File: src/rtl/mc_pkg.sv
// Shared mode type and derived-size helpers for the memory composer.
// Assumes address widths of at least 3 bits so every mode has an in-bank index.
package mc_pkg;

    typedef enum logic [1:0] {
        MC_HIGH  = 2'd0,
        MC_LOW   = 2'd1,
        MC_SPLIT = 2'd2,
        MC_WIDE  = 2'd3
    } mc_mode_e;

    // Number of sub-banks used by a mode.
    function automatic int mc_banks(mc_mode_e m);
        return (m == MC_SPLIT) ? 4 : 2;
    endfunction

    // Word width seen on the CPU side.
    function automatic int mc_word_w(mc_mode_e m, int bank_w);
        return (m == MC_WIDE) ? 2 * bank_w : bank_w;
    endfunction

    // In-bank index width.
    function automatic int mc_bank_aw(mc_mode_e m, int addr_w);
        return (m == MC_SPLIT) ? addr_w - 2 : addr_w - 1;
    endfunction

endpackage

File: src/rtl/mc_bank.sv
// One sub-bank: a synchronous register array with its own chip and output enable.
// Writes are synchronous when ce and we are high. The read path is combinational
// and drives zero unless both ce and oe are high. Assumes the caller already
// folded ce into we.
module mc_bank #(
    parameter int IDX_W  = 3,
    parameter int DATA_W = 2,
    localparam int DEPTH = 1 << IDX_W
) (
    input  logic              clk,
    input  logic              rst_n,
    input  logic              ce,
    input  logic              oe,
    input  logic              we,
    input  logic [IDX_W-1:0]  index,
    input  logic [DATA_W-1:0] wdata,
    output logic [DATA_W-1:0] q
);

    logic [DATA_W-1:0] cells [DEPTH];

    // Clear on reset, otherwise store the write word at the indexed cell.
    always_ff @(posedge clk) begin
        if (!rst_n) begin
            for (int i = 0; i < DEPTH; i++) begin
                cells[i] <= '0;
            end
        end else if (we) begin
            cells[index] <= wdata;
        end
    end

    // Gate the stored word onto the bank output only when selected and enabled.
    always_comb begin
        q = (ce && oe) ? cells[index] : '0;
    end

endmodule

File: src/rtl/mc_decode.sv
// Address splitter: turns the CPU address and chip select into per-bank chip
// enables and an in-bank index, as chosen by MODE. Bits not used for bank
// selection keep their original order in the index. Assumes ADDR_W >= 3.
module mc_decode
    import mc_pkg::*;
#(
    parameter mc_mode_e MODE = MC_HIGH,
    parameter int ADDR_W     = 4,
    localparam int NB        = mc_banks(MODE),
    localparam int IDX_W     = mc_bank_aw(MODE, ADDR_W)
) (
    input  logic [ADDR_W-1:0] addr,
    input  logic              cs,
    output logic [NB-1:0]     bank_ce,
    output logic [IDX_W-1:0]  index
);

    generate
        if (MODE == MC_HIGH) begin : g_high
            assign index = addr[ADDR_W-2:0];
            for (genvar b = 0; b < NB; b++) begin : g_ce
                // Top bit picks the bank.
                assign bank_ce[b] = cs && (addr[ADDR_W-1] == 1'(b));
            end
        end else if (MODE == MC_LOW) begin : g_low
            assign index = addr[ADDR_W-1:1];
            for (genvar b = 0; b < NB; b++) begin : g_ce
                // Bottom bit picks the bank.
                assign bank_ce[b] = cs && (addr[0] == 1'(b));
            end
        end else if (MODE == MC_SPLIT) begin : g_split
            logic [1:0] sel;
            assign sel   = {addr[ADDR_W-1], addr[0]};
            assign index = addr[ADDR_W-2:1];
            for (genvar b = 0; b < NB; b++) begin : g_ce
                // Top and bottom bits together pick one of four banks.
                assign bank_ce[b] = cs && (sel == 2'(b));
            end
        end else begin : g_wide
            assign index = addr[ADDR_W-2:0];
            for (genvar b = 0; b < NB; b++) begin : g_ce
                // All banks share the lower half of the address space.
                assign bank_ce[b] = cs && !addr[ADDR_W-1];
            end
        end
    endgenerate

endmodule

File: src/rtl/mc_rdmux.sv
// Read combiner: merges the gated bank outputs into one CPU word.
// Interleaved modes OR the outputs, relying on disabled banks driving zero.
// Width mode concatenates them with bank 0 in the low bits.
module mc_rdmux
    import mc_pkg::*;
#(
    parameter mc_mode_e MODE = MC_HIGH,
    parameter int BANK_W     = 2,
    localparam int NB        = mc_banks(MODE),
    localparam int WORD_W    = mc_word_w(MODE, BANK_W)
) (
    input  logic [NB-1:0][BANK_W-1:0] bank_q,
    output logic [WORD_W-1:0]         word
);

    generate
        if (MODE == MC_WIDE) begin : g_cat
            assign word = bank_q;
        end else begin : g_or
            // OR-reduce the bank outputs; at most one is non-zero.
            always_comb begin
                word = '0;
                for (int b = 0; b < NB; b++) begin
                    word = word | bank_q[b];
                end
            end
        end
    endgenerate

endmodule

File: src/rtl/mem_composer.sv
// Memory composer top: builds one CPU-visible memory from identical sub-banks.
// MODE picks top-bit, bottom-bit, split or width composition. Read data is
// registered (one cycle). A read during a write is dropped and rdata holds.
// Assumes a single synchronous clock domain and ADDR_W >= 3.
module mem_composer
    import mc_pkg::*;
#(
    parameter mc_mode_e MODE = MC_HIGH,
    parameter int ADDR_W     = 4,
    parameter int BANK_W     = 2,
    localparam int WORD_W    = mc_word_w(MODE, BANK_W)
) (
    input  logic              clk,
    input  logic              rst_n,
    input  logic [ADDR_W-1:0] addr,
    input  logic              cs,
    input  logic              rd,
    input  logic              wr,
    input  logic [WORD_W-1:0] wdata,
    output logic [WORD_W-1:0] rdata
);

    localparam int NB    = mc_banks(MODE);
    localparam int IDX_W = mc_bank_aw(MODE, ADDR_W);

    logic [NB-1:0]             bank_ce;
    logic [IDX_W-1:0]          index;
    logic [NB-1:0][BANK_W-1:0] bank_q;
    logic [WORD_W-1:0]         word;
    logic                      rd_go;

    mc_decode #(.MODE(MODE), .ADDR_W(ADDR_W)) u_decode (
        .addr    (addr),
        .cs      (cs),
        .bank_ce (bank_ce),
        .index   (index)
    );

    generate
        for (genvar b = 0; b < NB; b++) begin : g_bank
            localparam int LO = (MODE == MC_WIDE) ? b * BANK_W : 0;
            mc_bank #(.IDX_W(IDX_W), .DATA_W(BANK_W)) u_bank (
                .clk   (clk),
                .rst_n (rst_n),
                .ce    (bank_ce[b]),
                .oe    (rd),
                .we    (bank_ce[b] && wr),
                .index (index),
                .wdata (wdata[LO +: BANK_W]),
                .q     (bank_q[b])
            );
        end
    endgenerate

    mc_rdmux #(.MODE(MODE), .BANK_W(BANK_W)) u_rdmux (
        .bank_q (bank_q),
        .word   (word)
    );

    assign rd_go = cs && rd && !wr;

    // Capture the combined word on a clean read cycle; hold otherwise.
    always_ff @(posedge clk) begin
        if (!rst_n) begin
            rdata <= '0;
        end else if (rd_go) begin
            rdata <= word;
        end
    end

endmodule

File: config.mk
export PLATFORM = sky130hd
export DESIGN_NAME = mem_composer
export DESIGN_NICKNAME = d
export VERILOG_FILES = /design/src/rtl/mc_pkg.sv /design/src/rtl/mc_bank.sv /design/src/rtl/mc_decode.sv /design/src/rtl/mc_rdmux.sv /design/src/rtl/mem_composer.sv
export SDC_FILE = /design/constraint.sdc
export NUM_CORES = 1
export LEC_CHECK = 0
export BUFFER_PORTS_ARGS = -buffer_cell sky130_fd_sc_hd__buf_4
export CAP_MARGIN = 30
export CORE_ASPECT_RATIO = 1.75
export CORE_UTILIZATION = 62
export CTS_BUF_LIST = sky130_fd_sc_hd__clkbuf_8
export CTS_CLUSTER_SIZE = 10
export DETAILED_ROUTE_END_ITERATION = 12
export PLACE_DENSITY = 0.82
export SYNTH_ARGS = -nofsm -noshare
export SYNTH_HDL_FRONTEND = slang
export SYNTH_SLANG_ARGS = --single-unit
File: constraint.sdc
create_clock -name clk -period 1.7 [get_ports clk]
set_input_delay 0.085 -clock clk [delete_from_list [all_inputs] [get_ports clk]]
set_output_delay 0.085 -clock clk [all_outputs]
set_load 0.005 [all_outputs]
# == Word level (Yosys, flattened, before mapping) ==
# Memories as Yosys holds them, arrays and structs flattened.
# Index checks and enable logic that the tools add are counted.
# word_totals
mem_count,2
ramBits,32
output_inout_bits,2
in_bits,11
word_cells,31
reg_bits,2
# op_classes
mux,15
n_reduce_logical,11
bitwise_logic,2
# mem_list
name,depth,word_bits,rd,rd_ports_with_merged_regs,wr,line,text
g_bank[0].u_bank.cells,8,2,1,0,8,mc_bank.sv:20,logic [DATA_W-1:0] cells [DEPTH];
g_bank[1].u_bank.cells,8,2,1,0,8,mc_bank.sv:20,
# op_table
cell,n
$mux 1,9
$logic_and 1x1->1,8
$mux 2,4
$mux 3,2
$reduce_or 2->1,2
$or 2x2->2,1
$logic_not 1->1,1
$not 1->1,1

# == Depth between registers and ports, before layout ==
# Gate-level depths: netlist (run 1).
# logic_depth
word_depth,8
depth_mapped,6
depth_no_buf,4

# == Cells and area by module ==
# A second synthesis (run 1) with hierarchy kept.
# hier_totals
hier_cells,170
hier_area_um2,1830.5
# by_module_without_submodules
module,instances,cells_each,area_each_um2
mc_bank,2,76,839.6
mem_composer,1,11,100.1
mc_decode,1,5,38.8
mc_rdmux,1,2,12.5

# == Worst setup path after synthesis (run 1) ==
# OpenSTA, ideal clock, no wires.
# synth_path
kind,flip-flop to flip-flop
start,mem g_bank[0].u_bank.cells[7][0]
end,reg rdata[0]
n_path_buf,0
t_arrival_ps,1140
required_ps,1584
setup_ps,116
stages_incl_launch_ff,5
setup_slack_ps,444
path_cell_list,edfxtp_1 > mux4_2 > mux2i_1 > a21oi_1 > and3_1
# synth_via
elab_chain_cells,3
# synth_rtl
element,line,text
"start, declared",mc_bank.sv:20,
$mem_v2 8x2,n/a,
$mux 2,mc_bank.sv:35,q = (ce && oe) ? cells[index] : '0;
$or 2x2->2,mc_rdmux.sv:24,word = word | bank_q[b];
"end signal, assigned",mem_composer.sv:67,rdata <= word;
"end, declared",mem_composer.sv:20,output logic [WORD_W-1:0] rdata
# No other way between the ends.
# A chain may end at the register's enable or synchronous reset.

# == Worst setup path after layout (run 1) ==
# layout_path
start,mem g_bank[0].u_bank.cells[5][0]
end,reg rdata[0]
# Same word-level chain as after synthesis.

==> flow_metrics.py, run 1 <==
metrics = {
    "pwr": {
        "power_density_nw_per_um2": 874,
        "peakVddDrop_v": 0.000801,
        "p_leak_nw": 0.887,
    },
    "synth": {
        "synth.net_count": 171,
        "synth_xor_area_frac": 0,
        "synth_compound_area_frac": 0.0538,
        "yosys.area_share.simple": 0.256,
        "synthesis.instances": 160,
        "ys_seq_area_frac": 0.566,
        "synth_fa_ha_area_frac": 0,
        "synth_cell_types": 28,
        "yosysWarnings": 0,
        "synth_seq_cells": 34,
        "synth_area_leaders": "edfxtp_1 54%, and3_1 12%, nand2_1 7.6%",
        "synthMuxAreaShare": 0.0786,
        "yosys.area.top_type": "edfxtp_1",
        "netlist_area_um2": 1770,
        "synth_top_area_frac": 0.544,
        "avgSynthCellArea_um2": 11.0,
        "synth_top_family_by_area": "simple AND/OR/NAND/NOR gates",
        "async_flop_share": 0,
        "synthFlopType": "edfxtp_1",
        "synth_edf_count": 32,
    },
    "critical_path": {
        "path_cells": "mux4_2 > mux2i_1 > a21oi_1 > and3_1",
        "setup.worst_path.start_class": "flop",
        "crit_buf_inv": 0,
        "critical_path.top_delay_family": "multiplexers",
        "worst_ep_required_time_ps": 1870,
        "end_kind": "flop",
        "max_stage_delay_ps": 470,
        "worst_path_max_delay_cell": "mux4_2",
        "worst-path-max-fanout": 1,
        "worstSetupPathType": "reg2reg",
        "crit_arrival_ps": 1540,
    },
    "cells_and_area": {
        "drive_above_1_share": 0.173,
        "nets": 183,
        "syn_to_final_growth_pct": 11.6,
        "final_cell_mix": "36 x nand2_1, 33 x and3_1, 32 x edfxtp_1, 21 x buf_4",
        "mostFrequentLayoutCell": "nand2_1",
        "diodes": 0,
    },
    "sta": {
        "hold_viol_final": 0,
        "max_freq_mhz": 728,
        "min_period_ps": 1370,
        "tightest_slew_ps": 460,
        "finClkSkew_ps": 6.67,
        "holdWs_ps": 219,
        "setup_viol": 0,
        "rsz0062_at_grt": "no",
        "maxSlewHeadroom": 0.693,
        "period_share": 0.807,
        "finalSetupTns_ps": 0,
        "maxSlewViolCount": 0,
    },
    "global_route": {
        "grt.total_usage": 0.269,
        "overflow": 0,
        "grt_pass1_wl_mm": 5.95,
        "grt_max_degree": 21,
        "antenna_found_initial": 0,
        "grt_pass1_vias": 1227,
    },
    "clock_network": {
        "cts_tree": "yes",
        "postCtsSetupBuffers": 0,
        "cts-htree-levels": 2,
        "cts.sinks": 34,
        "postCtsHoldBufs": 0,
        "ctsResizeCount": 0,
        "clock_path_buffers": 2,
        "cts_made_buffers": 5,
        "clockRootBuffer": "clkbuf_8",
        "insertion_delay_ps": 280,
        "clkTransAtPathRegs_ps": 60,
    },
    "routing": {
        "wirelength_mm": 3.66,
        "detail_route.iter0.violations": 36,
        "vias": 1263,
        "vias_per_cell": 6.32,
        "drt_pass1_iterations": 4,
        "drcViolationCount": 0,
        "antenna_left": 0,
        "wl_per_cell_um": 18.3,
    },
    "die": {
        "die_width_um": 42.4,
        "rows": 25,
        "initial_core_util": 0.657,
        "die_h_um": 72.6,
        "die-area_um2": 3080,
        "ioPinCount": 13,
        "core-area_um2": 2690,
    },
    "min_path": {
        "hold_class": "in2reg",
    },
    "place": {
        "dp.final_hpwl_mm": 2.54,
        "port-buffer-count": 12,
        "routabilityCongestion": 0.828,
    },
    "status": {
        "status": "complete, no violations",
    },
    "job": {
        "drv_cap": 0,
    },
}
## cells in the mapped netlist (3+ instances only)
cell      instances
a221oi_1          3
nor2_1            5
buf_2             7
clkbuf_1          8
and3_1           33
mux2i_1           3
nor2b_1           6
nand2_1          36
edfxtp_1         32
## worst register-to-register path, stage by stage, from the launching register on
cell and delay, ps:
edfxtp_1 390, mux4_2 470, mux2i_1 140, a21oi_1 80
and3_1 180
## kinds of logic after synthesis
family                 after synthesis
AOI/OAI and AO/OA                   12
and+or+nand+nor                     89
muxes                                8
DFF                                 34
buffers and inverters               17
## power by group
group,internal (mW),switching [mW]
clock,0.318,0.262
sequential,0.959,0.0161
combinational,0.0729,0.0974
## layer usage
layer,vias up,track usage,wire (µm)
li1,602,-,-
met1,616,0.312,1420
met2,41,0.475,2020
met3,4,0.0470,174
met4,0,0.125,46
met5,-,0,0
## flip-flops by register name, summed over array words and instances, names as in the netlist
name,flops
rdata,2
g_bank.u_bank.cells,32
## per-stage QoR
| stage | std cells | total power, mW | setup WS, ps | util | cell area, µm² |
|---|---|---|---|---|---|
| floorplan | 160 | 1.10 | 444 | - | 1770 |
| global placement | 192 | 1.15 | 382 | 0.700 | 1880 |
| detailed placement | 192 | 1.16 | 337 | 0.700 | 1880 |
| CTS | 200 | 1.73 | 321 | 0.733 | 1970 |
| global route | 200 | 1.78 | 254 | 0.733 | 1970 |
| finish | 200 | 1.73 | 327 | 0.733 | 1970 |
## final timing paths
kind                                                                  from               endpoint  slack (ps)  cells past startpoint
worst max-delay path            g_bank[0].u_bank.cells[5][0]$_SDFFCE_PN0P_  rdata[0]$_SDFFE_PN0P_         330                      4
worst min-delay path                                                 rst_n  rdata[0]$_SDFFE_PN0P_         220                      2
worst max register to register  g_bank[0].u_bank.cells[5][0]$_SDFFCE_PN0P_  rdata[0]$_SDFFE_PN0P_         330                      4
worst min register to register                       rdata[1]$_SDFFE_PN0P_  rdata[1]$_SDFFE_PN0P_         610                      2
## cell type report
class | count | area, µm²
tap | 27 | 33.8
clock buffer | 6 | 82.6
inverter | 1 | 3.75
multi-input combinational | 109 | 687
timing repair buffer | 21 | 158
fill | 198 | 717
clock inverter | 2 | 7.51
sequential | 34 | 1000
No activity file was read; power rests on OpenSTA's default activity.
==> run 2: changes to the inputs <==
Settings changed: ABC_AREA set to 1.
Clock period 1.7 ns to 1.4 ns, I/O delays scaled along.
==> run 2 against run 1 <==
Net effect:
- fmax rose by 27%
- combinational power rose by 41%
- setup slack got worse by 4.2 ps
- highest routed layer unchanged
- core utilization fell by 0.20 points
- sequential share of layout area fell by 0.45 points
- critical endpoint unchanged
- synthesized area rose by 1.5%
- clock power rose by 14%
- worst hold slack got worse by 71 ps
- wire length fell by 0.30%
- largest power group unchanged
==> flow_metrics.py, run 2 <==
metrics = {
    "sta": {
        "setup_viol": 0,
        "period_share": 0.769,
        "tightest_slew_ps": 592,
        "rsz0062_at_grt": "no",
        "finClkSkew_ps": 7.86,
        "holdWs_ps": 149,
        "min_period_ps": 1080,
        "max_freq_mhz": 929,
        "hold_viol_final": 0,
        "finalSetupTns_ps": 0,
        "maxSlewHeadroom": 0.605,
        "maxSlewViolCount": 0,
    },
    "critical_path": {
        "timing.rr.start": "g_bank[0].u_bank.cells[2][0]$_SDFFCE_PN0P_",
        "path_common_cell": "nand2_1",
        "critical_path.top_delay_family": "simple AND/OR/NAND/NOR gates",
        "crit_arrival_ps": 1270,
        "worst_ep_required_time_ps": 1590,
        "end_kind": "flop",
        "max_stage_delay_ps": 380,
        "setup.worst_path.start_class": "flop",
        "reg2reg_to": "rdata[0]$_SDFFE_PN0P_",
        "crit_buf_inv": 1,
        "worstSetupPathType": "reg2reg",
        "cp_num_cells": 10,
        "path_cells": "nand2_1 > nand2_1 > nand2_1 > nand2_1 > nand2_1 > nand2_1 > nand2_1 > nand3_1 > nand2_1 > inv_1",
        "reg2reg_slack_ps": 320,
        "r2r_cells": 10,
        "worst_path_max_delay_cell": "edfxtp_1",
        "worst-path-max-fanout": 1,
    },
    "synth": {
        "synth.net_count": 242,
        "yosys.area.top_type": "edfxtp_1",
        "synthesis.instances": 231,
        "synth_cell_types": 12,
        "synthFlopType": "edfxtp_1",
        "async_flop_share": 0,
        "yosysWarnings": 0,
        "avgSynthCellArea_um2": 7.77,
        "synth_top_area_frac": 0.536,
        "ys_seq_area_frac": 0.558,
        "netlist_area_um2": 1790,
        "synth_area_leaders": "edfxtp_1 54%, nand2_1 26%, nor2_1 8.2%",
        "synth.most_common_cell": "nand2_1",
        "synth_edf_count": 32,
        "synth_seq_cells": 34,
        "synth_top_cells_by_count": "124 x nand2_1, 39 x nor2_1, 32 x edfxtp_1",
    },
    "place": {
        "placed_area_um2": 1910,
        "routabilityCongestion": 0.812,
        "dp.final_hpwl_mm": 2.59,
        "port-buffer-count": 12,
    },
    "routing": {
        "vias_per_cell": 5.48,
        "detail_route.iter0.violations": 50,
        "antenna_left": 0,
        "wirelength_mm": 3.65,
        "drcViolationCount": 0,
        "wl_per_cell_um": 13.4,
        "vias": 1495,
        "drt_pass1_iterations": 4,
    },
    "die": {
        "rows": 25,
        "ioPinCount": 13,
        "die_h_um": 73.2,
        "die-area_um2": 3120,
        "core-area_um2": 2720,
        "die_width_um": 42.7,
        "initial_core_util": 0.659,
    },
    "global_route": {
        "grt.total_usage": 0.270,
        "antenna_found_initial": 0,
        "grt_max_degree": 21,
        "grt_pass1_wl_mm": 6.15,
        "overflow": 0,
        "grt_pass1_vias": 1452,
    },
    "cells_and_area": {
        "stdcell_area_um2": 1990,
        "top_register": "g_bank.u_bank.cells",
        "largest_register_ffs": 32,
        "mostFrequentLayoutCell": "nand2_1",
        "syn_to_final_growth_pct": 10.9,
        "reg_top3": "g_bank.u_bank.cells: 32 flops, rdata: 2 flops",
        "drive_above_1_share": 0.102,
        "final_cell_mix": "124 x nand2_1, 39 x nor2_1, 32 x edfxtp_1, 18 x buf_4, 11 x inv_1",
        "diodes": 0,
        "nets": 256,
    },
    "clock_network": {
        "postCtsSetupBuffers": 0,
        "clockRootBuffer": "clkbuf_8",
        "ctsResizeCount": 0,
        "postCtsHoldBufs": 0,
        "clock_path_buffers": 2,
        "cts_tree": "yes",
        "insertion_delay_ps": 280,
        "cts-htree-levels": 2,
        "cts.sinks": 34,
        "clkTransAtPathRegs_ps": 70,
        "cts_made_buffers": 5,
    },
    "pwr": {
        "power_density_nw_per_um2": 1050,
        "p_leak_nw": 0.938,
        "peakVddDrop_v": 0.00101,
    },
    "job": {
        "drv_cap": 0,
    },
    "min_path": {
        "holdPathEnd": "rdata[1]$_SDFFE_PN0P_",
        "min-delay-start": "wr",
        "hold_class": "in2reg",
        "hold_depth": 5,
    },
    "status": {
        "status": "complete, no violations",
    },
}
[run 2: kinds of logic (layout without fill, tap and decap cells)]
family,Yosys count,in the layout,share of synthesized area
DFF,34,34,0.558
and+or+nand+nor,175,175,0.390
buffers and inverters,22,37,0.0523
[run 2: worst reg2reg max path, cell delays in order (launching register included)]
cell and delay (ps):
edfxtp_1 380, nand2_1 80, nand2_1 90, nand2_1 60, nand2_1 50, nand2_1 50, nand2_1 50, nand2_1 50
nand3_1 70, nand2_1 80, inv_1 30
[run 2: through the flow]
| step | std cells | util | power (mW) | setup slack [ps] |
|---|---|---|---|---|
| floorplan | 231 | - | 1.36 | 300 |
| global placement | 265 | 0.702 | 1.44 | 67.9 |
| detailed placement | 265 | 0.702 | 1.44 | 43.7 |
| CTS | 273 | 0.731 | 2.10 | 322 |
| global route | 273 | 0.731 | 2.17 | 129 |
| finish | 273 | 0.731 | 2.08 | 323 |
[run 2: final cells by class]
class / instances / area (µm²)
Clock buffer: 5 / 68.8
Fill cell: 231 / 731
Inverter: 11 / 41.3
Clock inverter: 3 / 11.3
Sequential cell: 34 / 1000
Tap cell: 27 / 33.8
Timing Repair Buffer: 18 / 135
Multi-Input combinational cell: 175 / 699
[run 2: worst max-delay path by stage]
stage / to / from / slack (ps)
finish: rdata[0]$_SDFFE_PN0P_ / g_bank[0].u_bank.cells[2][0]$_SDFFCE_PN0P_ / 320
global route: rdata[0]$_SDFFE_PN0P_ / addr[0] / 130
CTS: rdata[0]$_SDFFE_PN0P_ / g_bank[0].u_bank.cells[2][0]$_SDFFCE_PN0P_ / 320
detailed placement: rdata[0]$_SDFFE_PN0P_ / addr[0] / 40
global placement: rdata[0]$_SDFFE_PN0P_ / addr[0] / 70
floorplan: g_bank[0].u_bank.cells[0][0]$_SDFFCE_PN0P_ / rst_n / 300
[run 2: layer usage]
metal / part of all wire / wire length, µm / track usage / up-vias
met5: 0 / 0 / 0 / -
li1: - / - / - / 749
met2: 0.55 / 2010 / 0.490 / 54
met1: 0.37 / 1350 / 0.293 / 684
met4: 0.028 / 102 / 0.139 / 0
met3: 0.052 / 189 / 0.0446 / 8
[run 2: power breakdown]
| group | total (mW) | switching (mW) | internal (mW) | leakage [nW] |
|---|---|---|---|---|
| logic | 0.239 | 0.157 | 0.0824 | 0.577 |
| registers | 1.18 | 0.0177 | 1.16 | 0.321 |
| clock network | 0.662 | 0.330 | 0.331 | 0.0407 |
